[src/rtl/dsk_pkg.sv]
package dsk_pkg;

   typedef enum logic [1:0] {
      EV_IDLE = 2'd0,
      EV_CAPT = 2'd1,
      EV_DONE = 2'd2
   } ev_state_t;

endpackage

[src/rtl/dsk_lane_delay.sv]
module dsk_lane_delay #(
   parameter int DW       = 8,
   parameter int MAX_SKEW = 3,
   parameter int SEL_W    = $clog2(MAX_SKEW + 1)
) (
   input  logic             clk,
   input  logic             rst_n,
   input  logic [DW-1:0]    in_data,
   input  logic             in_mark,
   input  logic [SEL_W-1:0] sel,
   output logic [DW-1:0]    out_data,
   output logic             out_mark
);
   localparam int WW = DW + 1;

   logic [WW-1:0] stage [MAX_SKEW];
   logic [WW-1:0] tap;

   // delay line: stage k holds the input of k+1 cycles ago
   always_ff @(posedge clk or negedge rst_n) begin
      if (!rst_n) begin
         for (int k = 0; k < MAX_SKEW; k++) stage[k] <= '0;
      end else begin
         stage[0] <= {in_mark, in_data};
         for (int k = 1; k < MAX_SKEW; k++) stage[k] <= stage[k-1];
      end
   end

   always_comb begin
      tap = {in_mark, in_data};
      for (int k = 0; k < MAX_SKEW; k++) begin
         if (int'(sel) == k + 1) tap = stage[k];
      end
   end

   always_ff @(posedge clk or negedge rst_n) begin
      if (!rst_n) {out_mark, out_data} <= '0;
      else        {out_mark, out_data} <= tap;
   end

   // a lane with zero added delay passes through exactly one register
   a_r3_zero_delay_latency: assert property (@(posedge clk) disable iff (!rst_n)
      (sel == '0) |=> ({out_mark, out_data} == $past({in_mark, in_data})));

endmodule

[src/rtl/dsk_eval.sv]
module dsk_eval
   import dsk_pkg::*;
#(
   parameter int LANES    = 8,
   parameter int MAX_SKEW = 3,
   parameter int SEL_W    = $clog2(MAX_SKEW + 1)
) (
   input  logic                        clk,
   input  logic                        rst_n,
   input  logic                        clr,
   input  logic [LANES-1:0]            mark,
   output logic [LANES-1:0]            seen_any,
   output logic                        done,
   output logic                        pass,
   output logic                        valid,
   output logic [LANES-1:0][SEL_W-1:0] sel
);
   localparam logic [SEL_W-1:0] LAST_OFS = SEL_W'(MAX_SKEW);

   ev_state_t                   st;
   logic [SEL_W-1:0]            ofs;
   logic [LANES-1:0]            win_seen;
   logic [LANES-1:0][SEL_W-1:0] arr;
   logic [SEL_W-1:0]            latest;
   logic [LANES-1:0]            seen_nxt;

   assign seen_nxt = win_seen | mark;

   always_ff @(posedge clk or negedge rst_n) begin
      if (!rst_n) begin
         st       <= EV_IDLE;
         ofs      <= '0;
         win_seen <= '0;
         arr      <= '0;
         seen_any <= '0;
         done     <= 1'b0;
         pass     <= 1'b0;
         valid    <= 1'b0;
      end else if (clr) begin
         st       <= EV_IDLE;
         ofs      <= '0;
         win_seen <= '0;
         arr      <= '0;
         seen_any <= '0;
         done     <= 1'b0;
         pass     <= 1'b0;
         valid    <= 1'b0;
      end else begin
         seen_any <= seen_any | mark;
         unique case (st)
            EV_IDLE: begin
               if (|mark) begin
                  win_seen <= mark;
                  arr      <= '0;
                  ofs      <= SEL_W'(1);
                  st       <= EV_CAPT;
               end
            end
            EV_CAPT: begin
               for (int i = 0; i < LANES; i++) begin
                  if (mark[i] && !win_seen[i]) arr[i] <= ofs;
               end
               win_seen <= seen_nxt;
               if (ofs == LAST_OFS) begin
                  st    <= EV_DONE;
                  done  <= 1'b1;
                  pass  <= &seen_nxt;
                  valid <= &seen_nxt;
               end else begin
                  ofs <= ofs + 1'b1;
               end
            end
            default: ;
         endcase
      end
   end

   always_comb begin
      latest = '0;
      for (int i = 0; i < LANES; i++) begin
         if (win_seen[i] && arr[i] > latest) latest = arr[i];
      end
   end

   for (genvar g = 0; g < LANES; g++) begin : g_sel
      assign sel[g] = win_seen[g] ? SEL_W'(latest - arr[g]) : '0;
   end

   // usable data implies a finished, passing evaluation
   a_r4_valid_needs_pass: assert property (@(posedge clk) disable iff (!rst_n)
      valid |-> (done && pass));
   // completion is held until clear
   a_r2_done_holds: assert property (@(posedge clk) disable iff (!rst_n)
      (done && !clr) |=> done);
   // a clear cycle empties every status flag
   a_r6_clear_empties: assert property (@(posedge clk) disable iff (!rst_n)
      clr |=> (!done && !pass && !valid && seen_any == '0));
   // seen flags only accumulate outside clear
   a_r5_seen_sticky: assert property (@(posedge clk) disable iff (!rst_n)
      !clr |=> ((seen_any & $past(seen_any)) == $past(seen_any)));

endmodule

[src/rtl/dsk_monitor.sv]
module dsk_monitor #(
   parameter int LANES    = 8,
   parameter int MAX_SKEW = 3,
   parameter int PERIOD   = 16
) (
   input  logic             clk,
   input  logic             rst_n,
   input  logic             clr,
   input  logic             valid,
   input  logic [LANES-1:0] amark,
   output logic             err
);
   localparam int SETTLE = MAX_SKEW + 1;
   localparam int ST_W   = $clog2(SETTLE + 1);
   localparam int PH_W   = $clog2(PERIOD);
   localparam logic [ST_W-1:0] SETTLE_V = ST_W'(SETTLE);
   localparam logic [PH_W-1:0] PH_LAST  = PH_W'(PERIOD - 1);

   logic [ST_W-1:0] settle;
   logic [PH_W-1:0] ph;
   logic            primed;
   logic            armed;
   logic            any_m;
   logic            all_m;

   assign armed = valid && (settle == SETTLE_V);
   assign any_m = |amark;
   assign all_m = &amark;

   always_ff @(posedge clk or negedge rst_n) begin
      if (!rst_n) begin
         settle <= '0;
         ph     <= '0;
         primed <= 1'b0;
         err    <= 1'b0;
      end else if (clr) begin
         settle <= '0;
         ph     <= '0;
         primed <= 1'b0;
         err    <= 1'b0;
      end else if (!valid) begin
         settle <= '0;
         ph     <= '0;
         primed <= 1'b0;
      end else if (!armed) begin
         settle <= settle + 1'b1;
      end else begin
         if (any_m && !all_m) err <= 1'b1;
         if (primed && (any_m != (ph == PH_LAST))) err <= 1'b1;
         if (any_m) begin
            primed <= 1'b1;
            ph     <= '0;
         end else if (ph != PH_LAST) begin
            ph <= ph + 1'b1;
         end
      end
   end

   // a latched error survives until clear
   a_r9_err_holds: assert property (@(posedge clk) disable iff (!rst_n)
      (err && !clr) |=> err);
   // split aligned markers are caught
   a_r7_split_marks: assert property (@(posedge clk) disable iff (!rst_n)
      (armed && !clr && any_m && !all_m) |=> err);
   // an early marker is caught
   a_r8_early_mark: assert property (@(posedge clk) disable iff (!rst_n)
      (armed && !clr && primed && any_m && ph != PH_LAST) |=> err);

endmodule

[src/rtl/dsk_aligner.sv]
module dsk_aligner #(
   parameter int LANES    = 8,
   parameter int DW       = 8,
   parameter int MAX_SKEW = 3,
   parameter int PERIOD   = 16
) (
   input  logic                  clk,
   input  logic                  rst_n,
   input  logic                  clr,
   input  logic [LANES*DW-1:0]   lane_data,
   input  logic [LANES-1:0]      lane_mark,
   output logic [LANES*DW-1:0]   algn_data,
   output logic [LANES-1:0]      algn_mark,
   output logic [LANES-1:0]      chan_seen,
   output logic                  eval_done,
   output logic                  eval_pass,
   output logic                  algn_valid,
   output logic                  mon_err
);
   localparam int SEL_W = $clog2(MAX_SKEW + 1);

   if (LANES < 2) begin : g_bad_lanes
      $error("dsk_aligner: LANES must be at least 2");
   end
   if (DW < 1) begin : g_bad_dw
      $error("dsk_aligner: DW must be at least 1");
   end
   if (MAX_SKEW < 1) begin : g_bad_skew
      $error("dsk_aligner: MAX_SKEW must be at least 1");
   end
   if (PERIOD <= 2 * (MAX_SKEW + 1)) begin : g_bad_period
      $error("dsk_aligner: PERIOD too short for the skew window");
   end

   logic [LANES-1:0][SEL_W-1:0] sel;

   dsk_eval #(
      .LANES(LANES), .MAX_SKEW(MAX_SKEW), .SEL_W(SEL_W)
   ) u_eval (
      .clk(clk), .rst_n(rst_n), .clr(clr), .mark(lane_mark),
      .seen_any(chan_seen), .done(eval_done), .pass(eval_pass),
      .valid(algn_valid), .sel(sel)
   );

   for (genvar g = 0; g < LANES; g++) begin : g_lane
      dsk_lane_delay #(
         .DW(DW), .MAX_SKEW(MAX_SKEW), .SEL_W(SEL_W)
      ) u_dly (
         .clk(clk), .rst_n(rst_n),
         .in_data(lane_data[g*DW +: DW]), .in_mark(lane_mark[g]),
         .sel(sel[g]),
         .out_data(algn_data[g*DW +: DW]), .out_mark(algn_mark[g])
      );
   end

   dsk_monitor #(
      .LANES(LANES), .MAX_SKEW(MAX_SKEW), .PERIOD(PERIOD)
   ) u_mon (
      .clk(clk), .rst_n(rst_n), .clr(clr), .valid(algn_valid),
      .amark(algn_mark), .err(mon_err)
   );

   // nothing is flagged in the cycle after a reset release without markers
   a_r1_quiet_after_reset: assert property (@(posedge clk) disable iff (!rst_n)
      ($rose(rst_n) && !$past(clr)) |-> (!eval_done && !mon_err));

endmodule

[config.mk]
export PLATFORM = sky130hd
export DESIGN_NAME = dsk_aligner
export DESIGN_NICKNAME = d
export VERILOG_FILES = /design/src/rtl/dsk_pkg.sv /design/src/rtl/dsk_lane_delay.sv /design/src/rtl/dsk_eval.sv /design/src/rtl/dsk_monitor.sv /design/src/rtl/dsk_aligner.sv
export SDC_FILE = /design/constraint.sdc
export NUM_CORES = 1
export LEC_CHECK = 0
export ABC_CLOCK_PERIOD_IN_PS = 9140
export BUFFER_PORTS_ARGS = -buffer_cell sky130_fd_sc_hd__buf_2
export CELL_PAD_IN_SITES_DETAIL_PLACEMENT = 0
export CELL_PAD_IN_SITES_GLOBAL_PLACEMENT = 2
export CORE_ASPECT_RATIO = 1.25
export CORE_UTILIZATION = 35
export DETAILED_ROUTE_END_ITERATION = 8
export PLACE_DENSITY = 0.79
export SYNTH_ARGS = -nofsm -noshare
export SYNTH_HDL_FRONTEND = slang
export SYNTH_SLANG_ARGS = --single-unit
[constraint.sdc]
create_clock -name clk -period 9.14 [get_ports clk]
set_input_delay 0.914 -clock clk [delete_from_list [all_inputs] [get_ports clk]]
set_output_delay 0.914 -clock clk [all_outputs]
set_load 0.02 [all_outputs]
==> metrics.yaml, run 1 <==
outcome:
  status: "complete, no violations"
global_route:
  grt_pass1_wl_mm: 63.7
  grt_max_degree: 78
  grt_antenna_before_repair: 2
  grt_pass1_vias: 11300
  overflow: 0
  grtUsageTotal_pct: 19.0
synthesis:
  ys_seq_elements: 335
  yosysWarnings: 0
  avgSynthCellArea_um2: 11.3
  seq_area_frac_synth_pct: 57.2
  synth.net_count: 1389
  syn_area_mm2: 0.0147
  ys_types: 89
  synth_most_common_cell: "dfrtp_1"
  synth.top_cells.by_area: "dfrtp_1 (57%), nor2_1 (2.8%), maj3_1 (2.1%)"
  yosysTopAreaCell: "dfrtp_1"
  ys_async_sr_fraction_pct: 100
  synthCells: 1299
  netlist_top_cells_count: "dfrtp_1 (335), nor2_1 (111), nand2_1 (78), nor3_1 (53), o21ai_0 (48)"
  synth_top_area_share_pct: 57.2
  synth_enable_flop_cells: 0
  ys.flop_type: "dfrtp_1"
floorplanning:
  dieArea_mm2: 0.0427
  start_util_pct: 35.6
  row_count: 83
  core_mm2: 0.0412
  die_width_um: 185
  io_pins: 159
  chipHeight_um: 231
setup_path:
  cp_max_fo: 8
  endpoint_kind: "register"
  required_ns: 9.54
  reg2reg_from: "u_eval.win_seen[0]$_DFFE_PN0P_"
  cp-start-kind: "register"
  slowest_stage: "or4b_4"
  critPathMaxStageDelay_ns: 0.50
  cp.arrival_ns: 9.42
  critPathKind: "reg -> reg"
  r2r_end: "g_lane[4].u_dly.out_data[1]$_DFF_PN0_"
  reg2reg_setup_slack_ns: 0.12
  r2r.worst_path.cells: 48
  crit_top_cell: "nor2_2"
pwr:
  p_int_mw: 2.86
  peakVddDrop_mv: 0.131
  power.density_mw_per_mm2: 208
  p_clk_share_pct: 40.2
  sw_frac_of_total_pct: 27.1
  p_leak_nw: 8.07
  pwr-share-seq_pct: 42.2
  combPwrFrac_pct: 17.6
  p_switching_mw: 1.06
cells_and_area:
  fin_area_mm2: 0.0189
  num-nets-final: 1626
  instances_no_fill: 2116
  area_growth_pct: 28.9
  drive_gt1_share_pct: 30.5
place:
  dpl_cell_area_mm2: 0.0164
  dp_hpwl_mm: 25.4
  placed_cells: 1997
  portBuffers: 158
  routabilityCongestion: 0.805
cts:
  cts-root-buf: "clkbuf_16"
  clk-insertion-delay-late_ns: 0.54
  cts_hold_buf: 0
  cts_tree: "built"
  clkTransAtPathRegs_ns: 0.06
  cts_sinks: 335
  cts_buffers: 37
  cts_htree_levels: 2
  clock_path_buffers: 3
timing:
  slew-limit-headroom_pct: 34.8
  fmax_mhz: 111
  whs_ns: 0.344
  hold_viol: 0
  min_period_over_period_pct: 98.7
  tightest_slew_ns: 0.977
  fin_skew_ns: 0.0189
  fin_crit_ns: 9.02
  rsz0062_at_grt: "true"
  setup_violations: 0
  slew_viol_final: 0
  finalSetupTns_ns: 0
min_path:
  hp-class: "in -> async"
drt:
  antenna_left: 0
  drt_first_iter_violations: 557
  wl_per_cell_um: 19.1
  vias_per_cell: 5.30
  drc: 0
  wl_mm: 40.3
  drt_first_pass_iters: 4
  vias: 11200
flow_run:
  cap_violations: 0
-- layer usage --
layer	track usage [%]	vias to the layer above	wire, um
li1	-	5245	-
met1	25.9	5641	18100
met2	30.7	264	19500
met3	2.95	64	1760
met4	5.79	2	970
met5	0	-	8
-- stage by stage --
stage	utilization, %	power (mW)	setup WS, ns
floorplan	-	2.03	-0.0111
global placement	39.8	2.27	0.0531
detailed placement	39.8	2.27	-0.254
CTS	44.1	3.92	0.0153
global route	45.8	4.10	-0.431
finish	45.8	3.92	0.123
-- sequential cells by signal (all words and copies together) (netlist names) --
signal,flops
g_lane.u_dly.out_data,64
g_lane.u_dly.out_mark,8
g_lane.u_dly.stage,216
u_eval.arr,16
u_eval.done,1
u_eval.ofs,2
u_eval.pass,1
u_eval.seen_any,8
u_eval.st,2
u_eval.win_seen,8
u_mon.err,1
u_mon.ph,4
u_mon.primed,1
u_mon.settle,3
-- worst max-delay path: cells and delay by family (launching register included) --
family | cells | cell delay [ns]
muxes | 4 | 1.03
DFF | 1 | 0.41
xor gates and xnor gates | 1 | 0.23
adders and majority gates | 7 | 1.83
buffers and inverters | 5 | 0.61
and+or+nand+nor | 17 | 2.32
AOI/OAI and AO/OA | 14 | 2.45
-- area by class of cell --
| cell class | instances | area, um^2 |
|---|---|---|
| fill | 3850 | 22300 |
| sequential | 335 | 8380 |
| multi-input combinational | 846 | 6320 |
| timing repair buffer | 294 | 2130 |
| clock buffer | 57 | 1110 |
| tap | 552 | 691 |
| clock inverter | 9 | 178 |
| inverter | 22 | 85.1 |
| antenna | 1 | 2.50 |
-- timing repair --
item	CTS	global route
setup buffers	25	22
gates cloned	3	2
hold endpoints to repair	0	0
resized for setup	28	111
endpoints found under the setup margin	60	72
pin swaps	15	65
-- power groups by stage --
stage	Sequential [mW]	Clock, mW	Combinational, mW
6_report	1.66	1.58	0.689
4_1_cts	1.66	1.63	0.638
5_1_grt	1.67	1.69	0.747
3_5_place_dp	1.68	0	0.591
3_3_place_gp	1.68	0	0.588
2_1_floorplan	1.71	0	0.327
-- cell families after synthesis --
group	after synthesis	share of synthesized area, %
multiplexers	39	2.92
buffers and inverters	118	3.95
adder cells (fa/ha/maj)	46	3.40
XOR/XNOR	20	1.37
AND/OR/NAND/NOR	375	12.8
flip-flops	335	57.2
AO/OA/AOI/OAI	366	18.4
-- layout by cell type (no fill, tap or decap), types with 16 or more instances in the layout --
cell       Yosys  final
o221ai_1      27     23
a22o_1        24     24
o211ai_1      25     25
inv_1         22     20
nand3_1       28     28
buf_6          7     19
o21ai_0       48     32
nor2_1       111     94
o21ai_1       20     31
nand2_1       78     74
mux2i_1       25     23
clkbuf_16      0     41
nor2b_1       41     39
dfrtp_1      335    335
buf_4         15    101
buf_2         21    157
nor3_1        53     52
maj3_1        31     30
nor2_2         0     16
a21oi_1       35     30
a31oi_1       36     36
o22ai_1       28     23
-- how the worst max path moves through the flow --
stage / startpoint / to / slack [ns] / cells past startpoint
2_1_floorplan: u_eval.win_seen[0]$_DFFE_PN0P_ / g_lane[4].u_dly.out_data[1]$_DFF_PN0_ / -0.01 / 49
3_3_place_gp: u_eval.win_seen[0]$_DFFE_PN0P_ / g_lane[6].u_dly.out_data[1]$_DFF_PN0_ / 0.05 / 48
3_5_place_dp: u_eval.win_seen[0]$_DFFE_PN0P_ / g_lane[6].u_dly.out_data[0]$_DFF_PN0_ / -0.25 / 46
4_1_cts: u_eval.win_seen[0]$_DFFE_PN0P_ / g_lane[4].u_dly.out_data[7]$_DFF_PN0_ / 0.02 / 49
5_1_grt: u_eval.win_seen[0]$_DFFE_PN0P_ / g_lane[3].u_dly.out_data[3]$_DFF_PN0_ / -0.43 / 50
6_report: u_eval.win_seen[0]$_DFFE_PN0P_ / g_lane[4].u_dly.out_data[1]$_DFF_PN0_ / 0.12 / 48
No activity file was read; power rests on OpenSTA's default activity.
==> run 2, diff against run 1 <==
GPL_TIMING_DRIVEN = 0   (was unset)
RECOVER_POWER = 50   (was unset)
==> run 2 against run 1 <==
  * The flow now finishes with violations (capacitance limit, slew limit, setup timing)
  * Highest routed layer is now met4
  * Sequential power hardly changed
  * Global-route usage is 1.9 points higher
  * Sequential share of layout area is 0.57 points lower
  * Via count is 4.2% higher
  * Combinational power is 5.8% higher
==> metrics.yaml, run 2 (synthesized netlist as in run 1, its figures left out) <==
global_route:
  grt_antenna_before_repair: 2
  grt_max_degree: 120
  global_route.usage.met3_pct: 3.03
  grtUsageTotal_pct: 20.9
  grtUsageMet2_pct: 33.5
  grt_pass1_wl_mm: 68.6
  grt_pass1_vias: 11800
  overflow: 0
  met1_usage_pct: 28.4
  busiest_layer: "met2"
setup_path:
  slowest_stage: "or4b_4"
  startpoint: "u_eval.win_seen[0]$_DFFE_PN0P_"
  worst-path-buf-inv: 6
  cp.arrival_ns: 9.58
  r2r_end: "g_lane[4].u_dly.out_mark$_DFF_PN0_"
  cp_max_fo: 6
  critPathKind: "reg -> reg"
  cp-start-kind: "register"
  reg2reg_from: "u_eval.win_seen[0]$_DFFE_PN0P_"
  r2r.worst_path.cells: 50
  endpoint_kind: "register"
  reg2reg_setup_slack_ns: -0.04
  path_delay_family: "compound AO/OA/AOI/OAI gates"
  critPathMaxStageDelay_ns: 0.50
  required_ns: 9.54
  crit_cells: 50
drt:
  vias_per_cell: 5.38
  wl_mm: 44.4
  vias: 11700
  drt_first_pass_iters: 5
  drt_first_iter_violations: 766
  antenna_left: 0
  wl_per_cell_um: 20.4
  drc: 0
floorplanning:
  row_count: 83
  die_width_um: 185
  core_mm2: 0.0412
  io_pins: 159
  start_util_pct: 35.6
  chipHeight_um: 231
  dieArea_mm2: 0.0427
timing:
  fin_crit_ns: 9.18
  slew_viol_final: 340
  hold_viol: 0
  min_period_over_period_pct: 100
  rsz0062_at_grt: "true"
  finalWorstSetupSlack_ns: -0.0399
  slew-limit-headroom_pct: -285
  finalSetupTns_ns: -0.137
  whs_ns: 0.364
  fin_skew_ns: 0.0174
  setup_violations: 6
  fmax_mhz: 109
  tightest_slew_ns: 5.77
cells_and_area:
  drive_gt1_share_pct: 26.3
  largest_register: "g_lane.u_dly.stage"
  num-nets-final: 1682
  largest_reg_flops: 216
  area_growth_pct: 30.6
  nFillCells: 3830
  final_common_cell: "dfrtp_1"
  multiInputGateArea_mm2: 0.00645
  seq_area_mm2: 0.00839
  final_cell_mix: "dfrtp_1 (332), clkbuf_1 (121), nor2_1 (103)"
cts:
  cts_tree: "built"
  cts-root-buf: "clkbuf_16"
  cts_sinks: 335
  clkTransAtPathRegs_ns: 0.07
  cts_buffers: 38
  cts_hold_buf: 0
  cts_htree_levels: 2
  clk-insertion-delay-late_ns: 0.54
  clock_path_buffers: 3
place:
  portBuffers: 157
  dp_hpwl_mm: 28.0
  routabilityCongestion: 0.840
pwr:
  peakVddDrop_mv: 0.153
  power.density_mw_per_mm2: 203
  p_leak_nw: 7.96
outcome:
  status: "complete, but fails checks"
  violations: "capacitance limit, slew limit, setup timing"
min_path:
  hold_path.startpoint: "g_lane[3].u_dly.stage[11]$_DFF_PN0_"
  hp-class: "reg -> reg"
  worstHoldPathCells: 0
  whs_endpoint: "g_lane[3].u_dly.stage[2]$_DFF_PN0_"
flow_run:
  cap_violations: 3
## run 2: cell types whose count changed in the layout (fill, tap and decap cells not counted), sizes merged
| cell | previous run | this run |
|---|---|---|
| buf | 291 | 229 |
| bufbuf | 1 | 0 |
| bufinv | 5 | 1 |
| clkbuf | 59 | 181 |
| clkinv | 3 | 4 |
| clkinvlp | 0 | 1 |
| inv | 23 | 22 |
| o22ai | 30 | 31 |
## run 2: timing repair
action | in CTS | in global routing
gates resized for setup | 108 | 81
setup endpoints to repair | 72 | 72
buffers inserted | 66 | 26
pin swaps | 43 | 54
hold endpoints to repair | 0 | 0
cloned | 2 | 4
## run 2: worst max path at each step
| stage | end | slack (ns) |
|---|---|---|
| final | g_lane[4].u_dly.out_mark$_DFF_PN0_ | -0.04 |
| after global routing | g_lane[4].u_dly.out_data[7]$_DFF_PN0_ | -0.46 |
| after CTS | g_lane[4].u_dly.out_mark$_DFF_PN0_ | -0.06 |
| after detailed placement | g_lane[4].u_dly.out_mark$_DFF_PN0_ | -2.06 |
| after global placement | g_lane[4].u_dly.out_mark$_DFF_PN0_ | -2.01 |
| after floorplan | g_lane[4].u_dly.out_data[1]$_DFF_PN0_ | -0.01 |
## run 2: stage by stage
stage | cell area, um^2 | power (mW) | cells | utilization [%] | worst slack (ns)
final | 19200 | 3.89 | 2173 | 46.5 | -0.0399
after floorplan | 14800 | 2.03 | 1299 | - | -0.0111
after global routing | 19200 | 4.06 | 2173 | 46.5 | -0.457
after CTS | 18700 | 3.89 | 2142 | 45.3 | -0.0604
after global placement | 16200 | 2.27 | 2008 | 39.4 | -2.01
after detailed placement | 16300 | 2.28 | 2010 | 39.5 | -2.06
## run 2: layout make-up
class	instances	area share, %
Antenna cell	1	0.0131
Buffer	93	3.46
Clock buffer	62	6.19
Clock inverter	6	0.320
Inverter	22	0.444
Multi-Input combinational cell	847	33.7
Sequential cell	335	43.8
Tap cell	552	3.61
Timing Repair Buffer	255	8.52
## run 2: routing by layer
metal	wire (um)	part of all wire [%]
met2	21500	48
met1	19600	44
met3	2060	4.6
met4	1270	2.9
met5	0	0
## run 2: power breakdown
part	switching [mW]	total (mW)	leakage (nW)	internal (mW)
Sequential	0.0551	1.64	3.98	1.59
Clock	0.603	1.52	0.608	0.913
Combinational	0.439	0.729	3.38	0.291
==> run 3, diff against run 2 <==
GPL_ROUTABILITY_DRIVEN = 0   (was unset)
SKIP_LAST_GASP = 1   (was unset)
TNS_END_PERCENT = 30   (was unset)
==> run 3 against run 2 <==
  * The flow still finishes with violations (capacitance limit, slew limit, setup timing)
  * Hold slack better by 0.0083 ns
  * Utilization increased by 0.18 points
  * Clock power rose by 3%
==> metrics.yaml, run 3 (synthesized netlist as in run 1, its figures left out) <==
setup_path:
  r2r.worst_path.cells: 48
  critPathMaxStageDelay_ns: 0.55
  cp-start-kind: "register"
  slowest_stage: "o41ai_4"
  reg2reg_setup_slack_ns: -0.13
  endpoint_kind: "register"
  reg2reg_from: "u_eval.arr[1]$_DFFE_PN0P_"
  crit_top_cell: "ha_4"
  required_ns: 9.52
  cp_max_fo: 11
  critPathKind: "reg -> reg"
  r2r_end: "g_lane[4].u_dly.out_mark$_DFF_PN0_"
  cp.arrival_ns: 9.64
timing:
  slew-limit-headroom_pct: -319
  fmax_mhz: 108
  fin_skew_ns: 0.0142
  min_period_over_period_pct: 101
  whs_ns: 0.373
  rsz0062_at_grt: "true"
  slew_viol_final: 217
  setup_violations: 54
  tightest_slew_ns: 6.28
  finalWorstSetupSlack_ns: -0.127
  fin_crit_ns: 9.27
  hold_viol: 0
cts:
  cts_sinks: 335
  cts_tree: "built"
  cts_buffers: 38
  clkTransAtPathRegs_ns: 0.06
  cts_hold_buf: 0
  cts-root-buf: "clkbuf_16"
  clk-insertion-delay-late_ns: 0.54
  clock_path_buffers: 3
  cts_htree_levels: 2
cells_and_area:
  fin_util_pct: 46.6
  drive_gt1_share_pct: 26.1
  seq_area_mm2: 0.00838
  num-nets-final: 1683
  multiInputGateArea_mm2: 0.00641
  largest_reg_flops: 216
  final_common_cell: "dfrtp_1"
  largest_register: "g_lane.u_dly.stage"
  nFillCells: 3845
  final_cell_mix: "dfrtp_1 (334), clkbuf_1 (119), nor2_1 (104)"
  diodes: 0
  area_growth_pct: 31.1
  fin_area_mm2: 0.0192
  instances_no_fill: 2171
drt:
  antenna_left: 0
  wl_mm: 44.0
  drc: 0
  vias_per_cell: 5.34
  vias: 11600
  drt_first_iter_violations: 647
  drt_first_pass_iters: 5
  wl_per_cell_um: 20.3
floorplanning:
  core_mm2: 0.0412
  chipHeight_um: 231
  dieArea_mm2: 0.0427
  start_util_pct: 35.6
  io_pins: 159
  die_width_um: 185
  row_count: 83
global_route:
  grt_antenna_before_repair: 1
  overflow: 0
  grt_pass1_vias: 11900
  grt_pass1_wl_mm: 67.9
  grt_max_degree: 123
  grtUsageTotal_pct: 20.6
min_path:
  hp-class: "reg -> reg"
  hold_path.startpoint: "g_lane[3].u_dly.stage[11]$_DFF_PN0_"
  whs_endpoint: "g_lane[3].u_dly.stage[2]$_DFF_PN0_"
  worstHoldPathCells: 0
flow_run:
  cap_violations: 2
place:
  place_ws_ns: -2.13
  portBuffers: 157
  placed_cells: 2011
  dp_hpwl_mm: 27.8
  dpl_cell_area_mm2: 0.0163
outcome:
  violations: "capacitance limit, slew limit, setup timing"
  status: "complete, but fails checks"
pwr:
  peakVddDrop_mv: 0.119
  p_leak_nw: 8.02
  power.density_mw_per_mm2: 205
## run 3: cell count changes in the layout (fill, tap and decap cells not counted), sizes merged
cell,previous run,this run
clkbuf,181,177
clkinvlp,1,0
diode,1,0
inv,22,23
buf,229,230
clkinv,4,3
bufinv,1,3
clkdlybuf4s25,0,1
## run 3: worst max-delay path by stage
stage	from	slack [ns]	to
detailed placement	u_eval.win_seen[0]$_DFFE_PN0P_	-2.13	g_lane[4].u_dly.out_mark$_DFF_PN0_
CTS	u_eval.win_seen[0]$_DFFE_PN0P_	-0.22	g_lane[4].u_dly.out_data[7]$_DFF_PN0_
global placement	u_eval.win_seen[0]$_DFFE_PN0P_	-1.90	g_lane[4].u_dly.out_mark$_DFF_PN0_
finish	u_eval.arr[1]$_DFFE_PN0P_	-0.13	g_lane[4].u_dly.out_mark$_DFF_PN0_
floorplan	u_eval.win_seen[0]$_DFFE_PN0P_	-0.04	g_lane[3].u_dly.out_data[0]$_DFF_PN0_
global route	u_eval.win_seen[0]$_DFFE_PN0P_	-0.54	g_lane[4].u_dly.out_data[0]$_DFF_PN0_
## run 3: through the flow
step	power [mW]	setup TNS, ns
2_1_floorplan	2.03	-0.633
3_3_place_gp	2.27	-88.74
3_5_place_dp	2.28	-95.02
4_1_cts	3.94	-6.04
5_1_grt	4.10	-56.50
6_report	3.94	-2.06
## run 3: power by group
group | internal [mW] | switching (mW)
Sequential | 1.59 | 0.0532
Clock | 0.951 | 0.607
Combinational | 0.301 | 0.439
## run 3: what timing repair did
action	CTS	global route
resized for setup	137	53
buffers inserted	62	31
setup endpoints to repair	72	72
cloned	3	1
pin swaps	47	38
## run 3: metal layers
layer	GRT usage [%]	part of all wire, %	vias up
met4	8.03	3.0	0
met5	0	0	-
li1	-	-	5360
met2	33.7	49	299
met1	27.2	44	5857
met3	3.53	4.7	79
## run 3: critical path, delay by kind of cell, from the launching register on
kind,cells,cell delay [ns]
DFF,1,0.41
muxes,3,0.75
and+or+nand+nor,16,2.14
adders and majority gates,7,1.76
AOI/OAI and AO/OA,16,3.18
buffers and inverters,6,0.87
## run 3: cell type report
| class | count | share of cell area [%] |
|---|---|---|
| buffer | 93 | 3.56 |
| multi-input combinational | 847 | 33.3 |
| clock inverter | 7 | 0.592 |
| sequential | 335 | 43.6 |
| clock buffer | 59 | 6.00 |
| inverter | 22 | 0.442 |
| tap | 552 | 3.59 |
| timing repair buffer | 256 | 8.89 |
